[src/rtl/flashid_pkg.sv]
// Shared types and constants for the serial flash ID reader.
// Assumes a flash that accepts 8-bit opcodes, MSB first.
package flashid_pkg;
    typedef enum logic {CMD_SID = 1'b0, CMD_CAP = 1'b1} flash_cmd_e;
    localparam logic [7:0] OP_SID = 8'hAB;
    localparam logic [7:0] OP_CAP = 8'h9F;
    localparam int OP_BITS = 8;
endpackage

[src/rtl/flashid_req_arbiter.sv]
// Registers the two request levels and decides which command starts.
// Assumes a requester holds each level for at least one full clock cycle.
// A registered level starts a command only while the engine is idle.
// The silicon ID request wins when both are registered together.
module flashid_req_arbiter
    import flashid_pkg::*;
(
    input  logic       clk,
    input  logic       rst_n,
    input  logic       sid_req,
    input  logic       cap_req,
    input  logic       engine_busy,
    output logic       start,
    output flash_cmd_e start_cmd
);
    logic sid_q;
    logic cap_q;

    // Register both request levels on every rising edge.
    always_ff @(posedge clk) begin
        if (!rst_n) begin
            sid_q <= 1'b0;
            cap_q <= 1'b0;
        end else begin
            sid_q <= sid_req;
            cap_q <= cap_req;
        end
    end

    // Start only when idle; the silicon ID request has priority.
    always_comb begin
        start     = !engine_busy && (sid_q || cap_q);
        start_cmd = sid_q ? CMD_SID : CMD_CAP;
    end
endmodule

[src/rtl/flashid_spi_engine.sv]
// Runs one mode-0 SPI transaction. The serial clock runs at half the system clock.
// Sends the opcode, then zero bits, and keeps the last ID_W bits read on MISO.
// Assumes MISO changes only after a falling serial clock edge.
module flashid_spi_engine
    import flashid_pkg::*;
#(
    parameter int ID_W       = 8,
    parameter int SID_DUMMY  = 3,
    parameter int CAP_SKIP   = 2
) (
    input  logic             clk,
    input  logic             rst_n,
    input  logic             start,
    input  flash_cmd_e       start_cmd,
    input  logic             miso,
    output logic             busy,
    output logic             cs_n,
    output logic             sclk,
    output logic             mosi,
    output logic             done,
    output flash_cmd_e       done_cmd,
    output logic [ID_W-1:0]  rx_byte
);
    localparam int SID_BITS = OP_BITS + 8 * SID_DUMMY + ID_W;
    localparam int CAP_BITS = OP_BITS + 8 * CAP_SKIP + ID_W;
    localparam int MAX_BITS = (SID_BITS > CAP_BITS) ? SID_BITS : CAP_BITS;
    localparam int CNT_W    = $clog2(MAX_BITS + 1);
    localparam logic [CNT_W-1:0] SID_LAST = CNT_W'(SID_BITS - 1);
    localparam logic [CNT_W-1:0] CAP_LAST = CNT_W'(CAP_BITS - 1);

    logic               busy_q;
    logic               cs_q;
    logic               sclk_q;
    logic [OP_BITS-1:0] tx_q;
    logic [ID_W-1:0]    rx_q;
    logic [CNT_W-1:0]   cnt_q;
    logic [CNT_W-1:0]   last_q;
    flash_cmd_e         cmd_q;

    // The last bit finishes on the falling serial clock edge of the last period.
    always_comb done = busy_q && sclk_q && (cnt_q == last_q);

    // Sequence the chip select, serial clock, shift registers and bit counter.
    always_ff @(posedge clk) begin
        if (!rst_n) begin
            busy_q <= 1'b0;
            cs_q   <= 1'b1;
            sclk_q <= 1'b0;
            tx_q   <= '0;
            rx_q   <= '0;
            cnt_q  <= '0;
            last_q <= '0;
            cmd_q  <= CMD_SID;
        end else if (!busy_q) begin
            if (start) begin
                busy_q <= 1'b1;
                cs_q   <= 1'b0;
                cnt_q  <= '0;
                cmd_q  <= start_cmd;
                tx_q   <= (start_cmd == CMD_SID) ? OP_SID : OP_CAP;
                last_q <= (start_cmd == CMD_SID) ? SID_LAST : CAP_LAST;
            end
        end else if (!sclk_q) begin
            sclk_q <= 1'b1;
            rx_q   <= {rx_q[ID_W-2:0], miso};
        end else begin
            sclk_q <= 1'b0;
            tx_q   <= {tx_q[OP_BITS-2:0], 1'b0};
            cnt_q  <= cnt_q + 1'b1;
            if (done) begin
                busy_q <= 1'b0;
                cs_q   <= 1'b1;
                tx_q   <= '0;
            end
        end
    end

    assign busy     = busy_q;
    assign cs_n     = cs_q;
    assign sclk     = sclk_q;
    assign mosi     = tx_q[OP_BITS-1];
    assign done_cmd = cmd_q;
    assign rx_byte  = rx_q;
endmodule

[src/rtl/flashid_result_regs.sv]
// Holds one sticky result register per ID command.
// A register loads only when a transaction of its own command completes.
// Assumes done is a single-cycle pulse.
module flashid_result_regs
    import flashid_pkg::*;
#(
    parameter int ID_W = 8
) (
    input  logic            clk,
    input  logic            rst_n,
    input  logic            done,
    input  flash_cmd_e      done_cmd,
    input  logic [ID_W-1:0] rx_byte,
    output logic [ID_W-1:0] sid_val,
    output logic [ID_W-1:0] cap_val
);
    // Load the register that matches the completed command.
    always_ff @(posedge clk) begin
        if (!rst_n) begin
            sid_val <= '0;
            cap_val <= '0;
        end else if (done) begin
            if (done_cmd == CMD_SID) sid_val <= rx_byte;
            else                     cap_val <= rx_byte;
        end
    end
endmodule

[src/rtl/flashid_reader.sv]
// Top level of the serial flash ID reader.
// Connects the request arbiter, the SPI engine and the sticky result registers.
// Assumes a synchronous active-low reset and one flash device on the link.
module flashid_reader
    import flashid_pkg::*;
#(
    parameter int ID_W      = 8,
    parameter int SID_DUMMY = 3,
    parameter int CAP_SKIP  = 2
) (
    input  logic            clk,
    input  logic            rst_n,
    input  logic            rd_sid_req,
    input  logic            rd_cap_req,
    output logic            busy,
    output logic [ID_W-1:0] sid_id,
    output logic [ID_W-1:0] cap_id,
    output logic            spi_cs_n,
    output logic            spi_sclk,
    output logic            spi_mosi,
    input  logic            spi_miso
);
    logic            start;
    flash_cmd_e      start_cmd;
    logic            done;
    flash_cmd_e      done_cmd;
    logic [ID_W-1:0] rx_byte;

    flashid_req_arbiter u_arb (
        .clk(clk), .rst_n(rst_n), .sid_req(rd_sid_req), .cap_req(rd_cap_req),
        .engine_busy(busy), .start(start), .start_cmd(start_cmd)
    );

    flashid_spi_engine #(.ID_W(ID_W), .SID_DUMMY(SID_DUMMY), .CAP_SKIP(CAP_SKIP)) u_eng (
        .clk(clk), .rst_n(rst_n), .start(start), .start_cmd(start_cmd),
        .miso(spi_miso), .busy(busy), .cs_n(spi_cs_n), .sclk(spi_sclk),
        .mosi(spi_mosi), .done(done), .done_cmd(done_cmd), .rx_byte(rx_byte)
    );

    flashid_result_regs #(.ID_W(ID_W)) u_res (
        .clk(clk), .rst_n(rst_n), .done(done), .done_cmd(done_cmd),
        .rx_byte(rx_byte), .sid_val(sid_id), .cap_val(cap_id)
    );
endmodule

[config.mk]
export PLATFORM = sky130hd
export DESIGN_NAME = flashid_reader
export DESIGN_NICKNAME = d
export VERILOG_FILES = /design/src/rtl/flashid_pkg.sv /design/src/rtl/flashid_req_arbiter.sv /design/src/rtl/flashid_spi_engine.sv /design/src/rtl/flashid_result_regs.sv /design/src/rtl/flashid_reader.sv
export SDC_FILE = /design/constraint.sdc
export NUM_CORES = 1
export LEC_CHECK = 0
export ABC_AREA = 1
export BUFFER_PORTS_ARGS = -buffer_cell sky130_fd_sc_hd__buf_2
export CORE_ASPECT_RATIO = 0.6
export CORE_MARGIN = 3
export CORE_UTILIZATION = 58
export DETAILED_ROUTE_END_ITERATION = 6
export PLACE_DENSITY_LB_ADDON = 0.3
export SETUP_SLACK_MARGIN = 0.4
export SYNTH_ARGS = -nofsm -noshare
export SYNTH_HDL_FRONTEND = slang
export SYNTH_SLANG_ARGS = --single-unit
[constraint.sdc]
create_clock -name clk -period 3.16 [get_ports clk]
set_input_delay 0.158 -clock clk [delete_from_list [all_inputs] [get_ports clk]]
set_output_delay 0.158 -clock clk [all_outputs]
set_load 0.02 [all_outputs]
==> summary.md, run 1 <==
| Metric | Value |
|---|---|
| Syn_nets | `approximately 300` |
| WHS Endpoint | `u_arb.cap_q$_SDFF_PN0_` |
| Syn. warnings | `0` |
| Number of global-route vias before repair | `approximately 1600` |
| Setup Fix Bufs, Post-CTS | `0` |
| Total grt overflow | `0` |
| Most common cell on crit path | `nand2_2` |
| Die area | `4290 um^2` |
| R2r setup slk | `1520 ps` |
| Min-Delay Path Depth | `3` |
| TNS Setup | `0 ps` |
| Via count | `1770` |
| Via density | `roughly 5.0` |
| LEAKAGE | `1.11 nW` |
| Drt first pass iters | `4` |
| Crit. End Element | `register` |
| Worst min path class | `in -> reg` |
| Port bufs | `24` |
| DP HPWL | `2950 um` |
| Cell Area, Synth | `~2000 um^2` |
| Clk buf depth | `2` |
| CP peak stage delay | `between 500 and 600 ps` |
| Io pins | `25` |
| TritonCTS Buffers | `5` |
| Crit path time final | `1640 ps` |
| Core Region | `3100 um^2` |
| DR DRC count | `0` |
| CTS Hold Bufs | `0` |
| Reg-to-Reg Start | `u_eng.busy$_SDFF_PN0_` |
| Most used DFF post-synth | `dfxtp_1` |
| Area growth from synthesis to layout | `10.9%` |
| First-pass GRT wire length | `around 7200 um` |
| Multi-input gate area | `825 um^2` |
| RSZ-0062 raised after global routing | `no` |
| Critical-path top delay cell | `dfxtp_1` |
| Antenna viol nets, final | `0` |
| Final Max Tran Viols | `0` |
| Final Wtd Congestion | `between 0.8 and 0.9` |
| Fin nets | `~320` |
| Worst IR Drop VDD | `roughly 0.47 mV` |
| Critical Path Start Type | `register` |
| Cell breakdown of the critical path | `nand2_2, nand2_2, inv_2, nand3_1, nand2_1, a21oi_1` |
| Fin crit share | `51.9%` |
| CP required | `3390 ps` |
| Starting density of the core | `65.9%` |
| Post-synth top area share | `45.1%` |
| Post-synth EDFFs | `0` |
| Seq cells post-synth | `46` |
| Outcome | `finished clean` |
| Routed WL per cell | `about 12 um` |
| Syn_area_per_cell | `7.04 um^2` |
| # setup viols final | `0` |
| Post-Syn Instances | `290` |
| Reg-to-Reg End | `u_eng.cnt_q[4]$_SDFFE_PN0P_` |
| Die H | `51.9 um` |
| Max FO, Critical Path | `17` |
| Worst Path Arrival | `1870 ps` |
| Worst Path Buf+Inv | `1` |
| Synth cell types | `30` |
| Most common cell in the netlist | `nand2_1` |
| Worst Max-Slew Pin Slew | `599 ps` |
| Reg clk slew, reported paths | `90 ps` |
| Cell row count | `15` |
| Final WL | `4120 um` |
| Hold path startpoint | `rd_cap_req` |
| Register area | `921 um^2` |
| WS Path Type | `reg -> reg` |
| Max H-tree Level | `2` |
| Fin area | `2260 um^2` |
| Gr usage total | `22.5%` |
| Initial DRC count | `145` |
| Max cap viols | `0` |
| Fillers | `253` |
| Die width | `82.6 um` |
| Clk sink count | `46` |
| Slew margin rel. | `60.1%` |
| Synth cell count leaders | `nand2_1 (62), inv_1 (55), dfxtp_1 (46), nand3_1 (28), nor2_1 (27)` |
| Crit-path leading delay family | `simple AND/OR/NAND/NOR gates` |
| CTS tree | `done` |
| Fmax | `about 610 MHz` |
| Root buf cell | `clkbuf_8` |
| Skew-Pair Late Insertion Delay | `roughly 310 ps` |
| Sequential area share after synthesis | `45.1%` |
| Final Hold Viols | `0` |
| DP Area | `2160 um^2` |
| Worst reg2reg path depth | `6` |
| Post-CTS sizing | `0` |
| Synth area leader | `dfxtp_1` |
| Initial antenna violation count | `0` |
| FFs w/ async S/R, synth | `0%` |
| Leading cell types by total area after synthesis | `dfxtp_1 (45%), nand2_1 (11%), inv_1 (10%)` |
| Pin count of the biggest net entering global routing | `37` |
| Worst Clk Skew | `9.44 ps` |
| PD cells | `526 nW/um^2` |
| Antenna Cells | `0` |
| Fraction of layout cells with a size suffix above 1 | `roughly 15%` |
-- final cells by class --
class,instances,area share [%]
Inverter,62,10.6
Multi-Input combinational cell,174,36.4
Clock buffer,7,4.26
Timing Repair Buffer,24,5.31
Sequential cell,46,40.7
Tap cell,42,2.32
Clock inverter,1,0.387
-- layout by cell type (no fill, tap or decap), types with 3 or more instances in the layout --
| master | synthesis | final |
|---|---|---|
| nand3_1 | 28 | 28 |
| buf_2 | 2 | 24 |
| dfxtp_1 | 46 | 46 |
| clkinv_1 | 3 | 3 |
| inv_1 | 55 | 55 |
| o21ai_1 | 4 | 4 |
| nand2_1 | 62 | 62 |
| clkbuf_8 | 0 | 7 |
| o21ai_0 | 10 | 10 |
| or2_2 | 3 | 3 |
| a21oi_1 | 24 | 24 |
| nor2_1 | 27 | 27 |
| nand2_4 | 5 | 5 |
-- sequential cells by signal, summed over array words and instances (netlist names) --
| register | cells |
|---|---|
| u_eng.rx_byte | 8 |
| u_eng.tx_q | 8 |
| u_res.cap_val | 8 |
| u_res.sid_val | 8 |
| u_eng.cnt_q | 6 |
| u_eng.last_q | 3 |
| u_arb.cap_q | 1 |
| u_arb.sid_q | 1 |
| u_eng.busy | 1 |
| u_eng.cs_n | 1 |
| u_eng.sclk | 1 |
-- per-layer routing --
metal,vias to the layer above,routed length [um],track usage [%]
met3,6,312,5.19
met1,773,2140,33.8
met4,0,54,8.97
li1,929,-,-
met5,-,0,0
met2,62,1610,30.6
-- worst max path at each step --
stage	startpoint	to	cells past startpoint	slack, ps
2_1_floorplan	u_eng.busy$_SDFF_PN0_	u_res.sid_val[0]$_SDFFE_PN0P_	11	1730
3_3_place_gp	u_eng.busy$_SDFF_PN0_	u_eng.cnt_q[4]$_SDFFE_PN0P_	6	1700
3_5_place_dp	u_eng.busy$_SDFF_PN0_	u_eng.cnt_q[4]$_SDFFE_PN0P_	6	1600
4_1_cts	u_eng.busy$_SDFF_PN0_	u_eng.cnt_q[4]$_SDFFE_PN0P_	6	1560
5_1_grt	u_eng.busy$_SDFF_PN0_	u_eng.cnt_q[4]$_SDFFE_PN0P_	6	1370
6_report	u_eng.busy$_SDFF_PN0_	u_eng.cnt_q[4]$_SDFFE_PN0P_	6	1520
-- worst min-delay path: cells and delay by family --
| family | cells | cell delay (ps) |
|---|---|---|
| buffers and inverters | 2 | 110 |
| and+or+nand+nor | 1 | 40 |
-- cells by family after synthesis --
logic type / after synthesis / share of synthesized area, %
and+or+nand+nor: 132 / 29.4
DFF: 46 / 45.1
buffers and inverters: 70 / 14.5
adders and majority gates: 1 / 0.613
AOI/OAI and AO/OA: 41 / 10.4
-- report_power, final --
part           switching [mW]  internal (mW)
combinational           0.104         0.0473
clock                   0.202          0.200
sequential             0.0217          0.615
-- stage by stage --
step                setup slack (ps)  utilization (%)  hold WS, ps  cells  total power [mW]
detailed placement              1600             69.7          345    348             0.798
global route                    1370             73.1         56.6    356              1.24
CTS                             1560             73.1         23.3    356              1.19
finish                          1520             73.1         26.6    356              1.19
global placement                1700             69.7          346    348             0.794
floorplan                       1730                -          256    290             0.766
No activity file was read; power rests on OpenSTA's default activity.
==> inputs of run 2 (changes only) <==
--- a/config.mk
+++ b/config.mk
@@ -9,7 +9,7 @@
 export BUFFER_PORTS_ARGS = -buffer_cell sky130_fd_sc_hd__buf_2
 export CORE_ASPECT_RATIO = 0.6
 export CORE_MARGIN = 3
-export CORE_UTILIZATION = 58
+export CORE_UTILIZATION = 51
 export DETAILED_ROUTE_END_ITERATION = 6
 export PLACE_DENSITY_LB_ADDON = 0.3
 export SETUP_SLACK_MARGIN = 0.4
==> constraint.sdc (replaced) <==
create_clock -name clk -period 1.36 [get_ports clk]
set_input_delay 0.068 -clock clk [delete_from_list [all_inputs] [get_ports clk]]
set_output_delay 0.068 -clock clk [all_outputs]
set_load 0.02 [all_outputs]
==> summary.md, run 2 (synthesis results as in run 1) <==
| Metric | Value |
|---|---|
| CP peak stage delay | `380 ps (-190 ps)` |
| Crit. End Element | `register` |
| Io pins | `25 (unchanged)` |
| Gr usage total | `22.1% (-0.45 points)` |
| Max cap viols | `0 (unchanged)` |
| Area growth from synthesis to layout | `32.0%` |
| Outcome | `finished clean` |
| Fin area | `2690 um^2 (+19%)` |
| Max H-tree Level | `2 (unchanged)` |
| Antenna viol nets, final | `0 (unchanged)` |
| Via count | `1907 (+7.7%)` |
| Clk sink count | `46 (unchanged)` |
| Fillers | `308 (+22%)` |
| Routed WL per cell | `13.1 um (+13%)` |
| Worst Clk Skew | `6.74 ps (-2.70 ps)` |
| Cell breakdown of the critical path | `nand2_4, inv_4, nand2_4, nor2_4, nand2_4, inv_8, nand2_8, nand2_2, inv_2, nor2_2` |
| Commonest non-fill, non-tap cells in the layout | `nand2_1 (49), inv_1 (46), dfxtp_1 (40)` |
| # setup viols final | `0 (unchanged)` |
| TNS Setup | `0 ps (unchanged)` |
| Core Region | `3760 um^2 (+22%)` |
| Root buf cell | `clkbuf_8` |
| Port bufs | `24 (unchanged)` |
| Skew-Pair Late Insertion Delay | `310 ps (about the same)` |
| Final Max Tran Viols | `0 (unchanged)` |
| Total grt overflow | `0 (unchanged)` |
| Fmax | `816 MHz (+34%)` |
| Critical-path top delay cell | `dfxtp_4` |
| Fraction of layout cells with a size suffix above 1 | `33.2% (+18 points)` |
| Via density | `5.01 (+0.67%)` |
| RSZ-0062 raised after global routing | `yes` |
| Worst Max-Slew Pin Slew | `261 ps (-338 ps)` |
| Final WL | `5000 um (+21%)` |
| Die area | `4820 um^2 (+12%)` |
| Clk buf depth | `2 (unchanged)` |
| Slew margin rel. | `82.6% (+23 points)` |
| Max FO, Critical Path | `8 (-9)` |
| Most common cell on crit path | `nand2_4` |
| DP HPWL | `3040 um (+3.2%)` |
| Die H | `55 um (+5.9%)` |
| Fin nets | `339 (+6.3%)` |
| Final Wtd Congestion | `0.814 (-5.3%)` |
| Drt first pass iters | `4 (unchanged)` |
| Worst min path class | `in -> reg` |
| Antenna Cells | `0 (unchanged)` |
| Crit-path leading delay family | `simple AND/OR/NAND/NOR gates` |
| Cell row count | `17 (+2)` |
| Fin crit share | `90.1% (+38 points)` |
| Initial DRC count | `127 (-12%)` |
| CP required | `1620 ps (-1770 ps)` |
| Pin count of the biggest net entering global routing | `25 (-32%)` |
| Starting density of the core | `54.2% (-12 points)` |
| Critical Path Start Type | `register` |
| Final Hold Viols | `0 (unchanged)` |
| DR DRC count | `0 (unchanged)` |
| Number of global-route vias before repair | `1653 (+3.6%)` |
| Die width | `87.7 um (+6.2%)` |
| Initial antenna violation count | `0 (unchanged)` |
| Worst IR Drop VDD | `0.838 mV (+78%)` |
| Reg clk slew, reported paths | `90 ps (about the same)` |
| LEAKAGE | `1.25 nW (+13%)` |
| CTS tree | `done` |
| DP Area | `2220 um^2 (+2.7%)` |
| TritonCTS Buffers | `5 (unchanged)` |
| Commonest non-fill, non-tap cell in the layout | `nand2_1` |
| WS Path Type | `reg -> reg` |
| First-pass GRT wire length | `7920 um (+9.6%)` |
| Crit path time final | `1220 ps (-414 ps)` |
| Worst Path Buf+Inv | `3 (+2)` |
| PD cells | `1140 nW/um^2 (+120%)` |
| Worst Path Arrival | `1480 ps (-390 ps)` |
[run 2: stage by stage]
| stage | instances | total power, mW | util [%] | hold slack, ps | worst slack (ps) |
|---|---|---|---|---|---|
| 2_1_floorplan | 290 | 1.80 | - | 166 | 48.7 |
| 3_3_place_gp | 357 | 1.87 | 58.9 | 249 | 90.6 |
| 3_5_place_dp | 357 | 1.88 | 58.9 | 256 | 44.3 |
| 4_1_cts | 378 | 3.02 | 68.5 | 11.9 | 139 |
| 5_1_grt | 381 | 3.19 | 71.6 | 24.2 | 66.6 |
| 6_report | 381 | 3.07 | 71.6 | 12.1 | 135 |
[run 2: report_power, final]
| part | internal, mW | switching, mW |
|---|---|---|
| Sequential | 1.43 | 0.0523 |
| Combinational | 0.214 | 0.341 |
| Clock | 0.551 | 0.486 |
| Total | 2.19 | 0.879 |
[run 2: area by class of cell]
type / instances / area (um^2) / share of cell area [%]
Multi-Input combinational cell: 174 / 1010 / 37.4
Sequential cell: 46 / 936 / 34.7
Timing Repair inverter: 3 / 18.8 / 0.697
Clock buffer: 7 / 76.3 / 2.83
Clock inverter: 1 / 30.0 / 1.11
Tap cell: 47 / 58.8 / 2.18
Inverter: 62 / 265 / 9.85
Timing Repair Buffer: 41 / 300 / 11.1
[run 2: what timing repair did]
action                                  in CTS  in global routing
gates cloned                                 4                  0
buffers inserted                             7                  3
pin swaps                                   10                 15
gates resized for setup                     50                 32
hold endpoints to repair                     2                  0
endpoints found under the setup margin      43                 45
hold buffers                                 2                  0
[run 2: worst paths after layout]
check                                                 from                            end  slack (ps)  cells past startpoint
worst max register to register       u_eng.busy$_SDFF_PN0_  u_res.cap_val[5]$_SDFFE_PN0P_         140                     10
worst min register to register  u_eng.tx_q[0]$_SDFFE_PN0P_     u_eng.tx_q[0]$_SDFFE_PN0P_         470                      2
worst max-delay path                 u_eng.busy$_SDFF_PN0_  u_res.cap_val[5]$_SDFFE_PN0P_         140                     10
worst min-delay path                              spi_miso  u_eng.rx_byte[0]$_SDFFE_PN0P_          10                      3
[run 2: tightest hold or removal path, cell delays in order]
cell	delay, ps
buf_2	70
o21ai_1	50
a21oi_1	90
[run 2: routing by layer]
layer / track usage [%] / up-vias / wire, um
met5: 0 / - / 0
li1: - / 973 / -
met2: 30.6 / 58 / 2080
met4: 6.89 / 0 / 57
met3: 7.84 / 6 / 343
met1: 31.6 / 870 / 2520
==> inputs of run 3 (changes only) <==
--- a/config.mk
+++ b/config.mk
@@ -12,6 +12,7 @@
 export CORE_UTILIZATION = 51
 export DETAILED_ROUTE_END_ITERATION = 6
 export PLACE_DENSITY_LB_ADDON = 0.3
+export REMOVE_ABC_BUFFERS = 1
 export SETUP_SLACK_MARGIN = 0.4
 export SYNTH_ARGS = -nofsm -noshare
 export SYNTH_HDL_FRONTEND = slang
==> summary.md, run 3 (synthesis results as in run 1) <==
| Metric | Value |
|---|---|
| Most common cell on crit path | `nand2_4` |
| Worst Clk Skew | `5.46 ps (-1.28 ps)` |
| Port bufs | `24 (unchanged)` |
| Via count | `1902 (-0.26%)` |
| Antenna Cells | `0 (unchanged)` |
| Worst Path Arrival | `1490 ps (about the same)` |
| # setup viols final | `0 (unchanged)` |
| Clk sink count | `46 (unchanged)` |
| Reg clk slew, reported paths | `90 ps (about the same)` |
| Die area | `4820 um^2 (unchanged)` |
| Clk buf depth | `2 (unchanged)` |
| Starting density of the core | `54.2% (unchanged)` |
| Setup ws final | `120 ps (-15.6 ps)` |
| Final Power | `3.04 mW (-1.0%)` |
| Critical Path Start Type | `register` |
| Worst IR Drop VDD | `0.746 mV (-11%)` |
| Io pins | `25 (unchanged)` |
| Drt first pass iters | `4 (unchanged)` |
| DP Area | `2240 um^2 (+1.0%)` |
| RSZ-0062 raised after global routing | `yes` |
| Outcome | `finished clean` |
| Pin count of the biggest net entering global routing | `35 (+40%)` |
| Antenna viol nets, final | `0 (unchanged)` |
| Crit path time final | `1240 ps (+15.6 ps)` |
| TNS Setup | `0 ps (unchanged)` |
| Die width | `87.7 um (unchanged)` |
| Initial antenna violation count | `0 (unchanged)` |
| Fin area | `2630 um^2 (-2.3%)` |
| Switch Pwr | `0.866 mW (-1.5%)` |
| Commonest non-fill, non-tap cells in the layout | `inv_1 (48), nand2_1 (46), dfxtp_1 (39)` |
| Initial DRC count | `92 (-28%)` |
| Share of power burned in registers | `48.8% (+0.6 points)` |
| Max cap viols | `0 (unchanged)` |
| Cell row count | `17 (unchanged)` |
| Via density | `5.02 (+0.26%)` |
| CP required | `1610 ps (about the same)` |
| Final Max Tran Viols | `0 (unchanged)` |
| DP HPWL | `3100 um (+2.0%)` |
| Max FO, Critical Path | `8 (unchanged)` |
| Die H | `55 um (unchanged)` |
| Worst slack, placed | `41.2 ps (-3.14 ps)` |
| Worst min path class | `in -> reg` |
| Final Hold Viols | `0 (unchanged)` |
| Number of global-route vias before repair | `1762 (+6.6%)` |
| Total grt overflow | `0 (unchanged)` |
| Clock share of power | `34.2% (+0.5 points)` |
| Area growth from synthesis to layout | `29.0%` |
| Gate power share | `16.9% (-1.2 points)` |
| Crit. End Element | `register` |
| Commonest non-fill, non-tap cell in the layout | `inv_1` |
| Switching share of total power | `28.5% (-0.14 points)` |
| Final Wtd Congestion | `0.890 (+9.4%)` |
| Fin crit share | `91.2% (+1.1 points)` |
| Fmax | `806 MHz (-1.3%)` |
| LEAKAGE | `1.24 nW (-0.78%)` |
| First-pass GRT wire length | `8280 um (+4.5%)` |
| Gr usage total | `22.7% (+0.60 points)` |
| Routed WL per cell | `12.7 um (-3.5%)` |
| Fraction of layout cells with a size suffix above 1 | `33.4% (+0.20 points)` |
| Skew-Pair Late Insertion Delay | `300 ps (about the same)` |
| Max H-tree Level | `2 (unchanged)` |
| CP peak stage delay | `400 ps (+20 ps)` |
| Power Internal | `2.18 mW (-0.84%)` |
| Core Region | `3760 um^2 (unchanged)` |
| Fin nets | `337 (-0.59%)` |
| TritonCTS Buffers | `5 (unchanged)` |
| WS Path Type | `reg -> reg` |
| DR DRC count | `0 (unchanged)` |
| Final WL | `4800 um (-4.0%)` |
| Critical-path top delay cell | `dfxtp_4` |
| Cell breakdown of the critical path | `nand2_4, inv_4, nand2_4, nor2_4, nand2_4, inv_8, nand2_8, nand2_1, inv_1, nor2_1` |
| CTS tree | `done` |
| PD cells | `1160 nW/um^2 (+1.3%)` |
| Root buf cell | `clkbuf_8` |
| Worst Max-Slew Pin Slew | `318 ps (+56.9 ps)` |
| Slew margin rel. | `78.8% (-3.8 points)` |
## run 3: final cells by class
type / instances / area [um^2]
fill: 307 / 1130
timing repair buffer: 39 / 268
multi-input combinational: 174 / 988
inverter: 62 / 253
clock buffer: 5 / 68.8
sequential: 46 / 932
timing repair inverter: 3 / 20.0
clock inverter: 3 / 43.8
tap: 47 / 58.8
## run 3: path summary, 6_finish.rpt
| check | cells past startpoint | to | start | slack (ps) |
|---|---|---|---|---|
| worst max-delay path | 10 | u_res.cap_val[3]$_SDFFE_PN0P_ | u_eng.busy$_SDFF_PN0_ | 120 |
| worst max register to register | 10 | u_res.cap_val[3]$_SDFFE_PN0P_ | u_eng.busy$_SDFF_PN0_ | 120 |
| worst min register to register | 2 | u_eng.tx_q[7]$_SDFFE_PN0P_ | u_eng.tx_q[7]$_SDFFE_PN0P_ | 460 |
| worst min-delay path | 3 | u_eng.rx_byte[0]$_SDFFE_PN0P_ | spi_miso | 50 |
## run 3: power by group through the flow
stage | combinational [mW] | clock [mW] | sequential [mW]
finish | 0.515 | 1.04 | 1.49
global route | 0.571 | 1.10 | 1.49
CTS | 0.471 | 1.06 | 1.48
detailed placement | 0.384 | 0 | 1.51
global placement | 0.377 | 0 | 1.50
floorplan | 0.223 | 0 | 1.53
## run 3: routing by layer
metal	track usage [%]	vias up	wire, um
met3	4.44	6	343
li1	-	972	-
met4	7.65	0	60
met2	34.9	72	2020
met5	0	-	0
met1	32.1	852	2380
## run 3: critical path: cells and delay by family, from the launching register on
kind | cells | cell delay, ps
buffers and inverters | 3 | 200
flip-flops | 1 | 400
AND/OR/NAND/NOR | 7 | 570
## run 3: timing repair
action,CTS,global route
setup endpoints to repair,45,44
hold endpoints to repair,2,0
cloned,3,0
buffers inserted,2,1
hold buffers,2,0
gates resized for setup,41,32
pin swaps,6,21
## run 3: per-stage QoR
stage | hold slack (ps) | instances | util, %
2_1_floorplan | 154 | 282 | -
3_3_place_gp | 250 | 363 | 59.5
3_5_place_dp | 253 | 363 | 59.5
4_1_cts | 52.6 | 378 | 67.7
5_1_grt | 95.8 | 379 | 69.9
6_report | 50.0 | 379 | 69.9
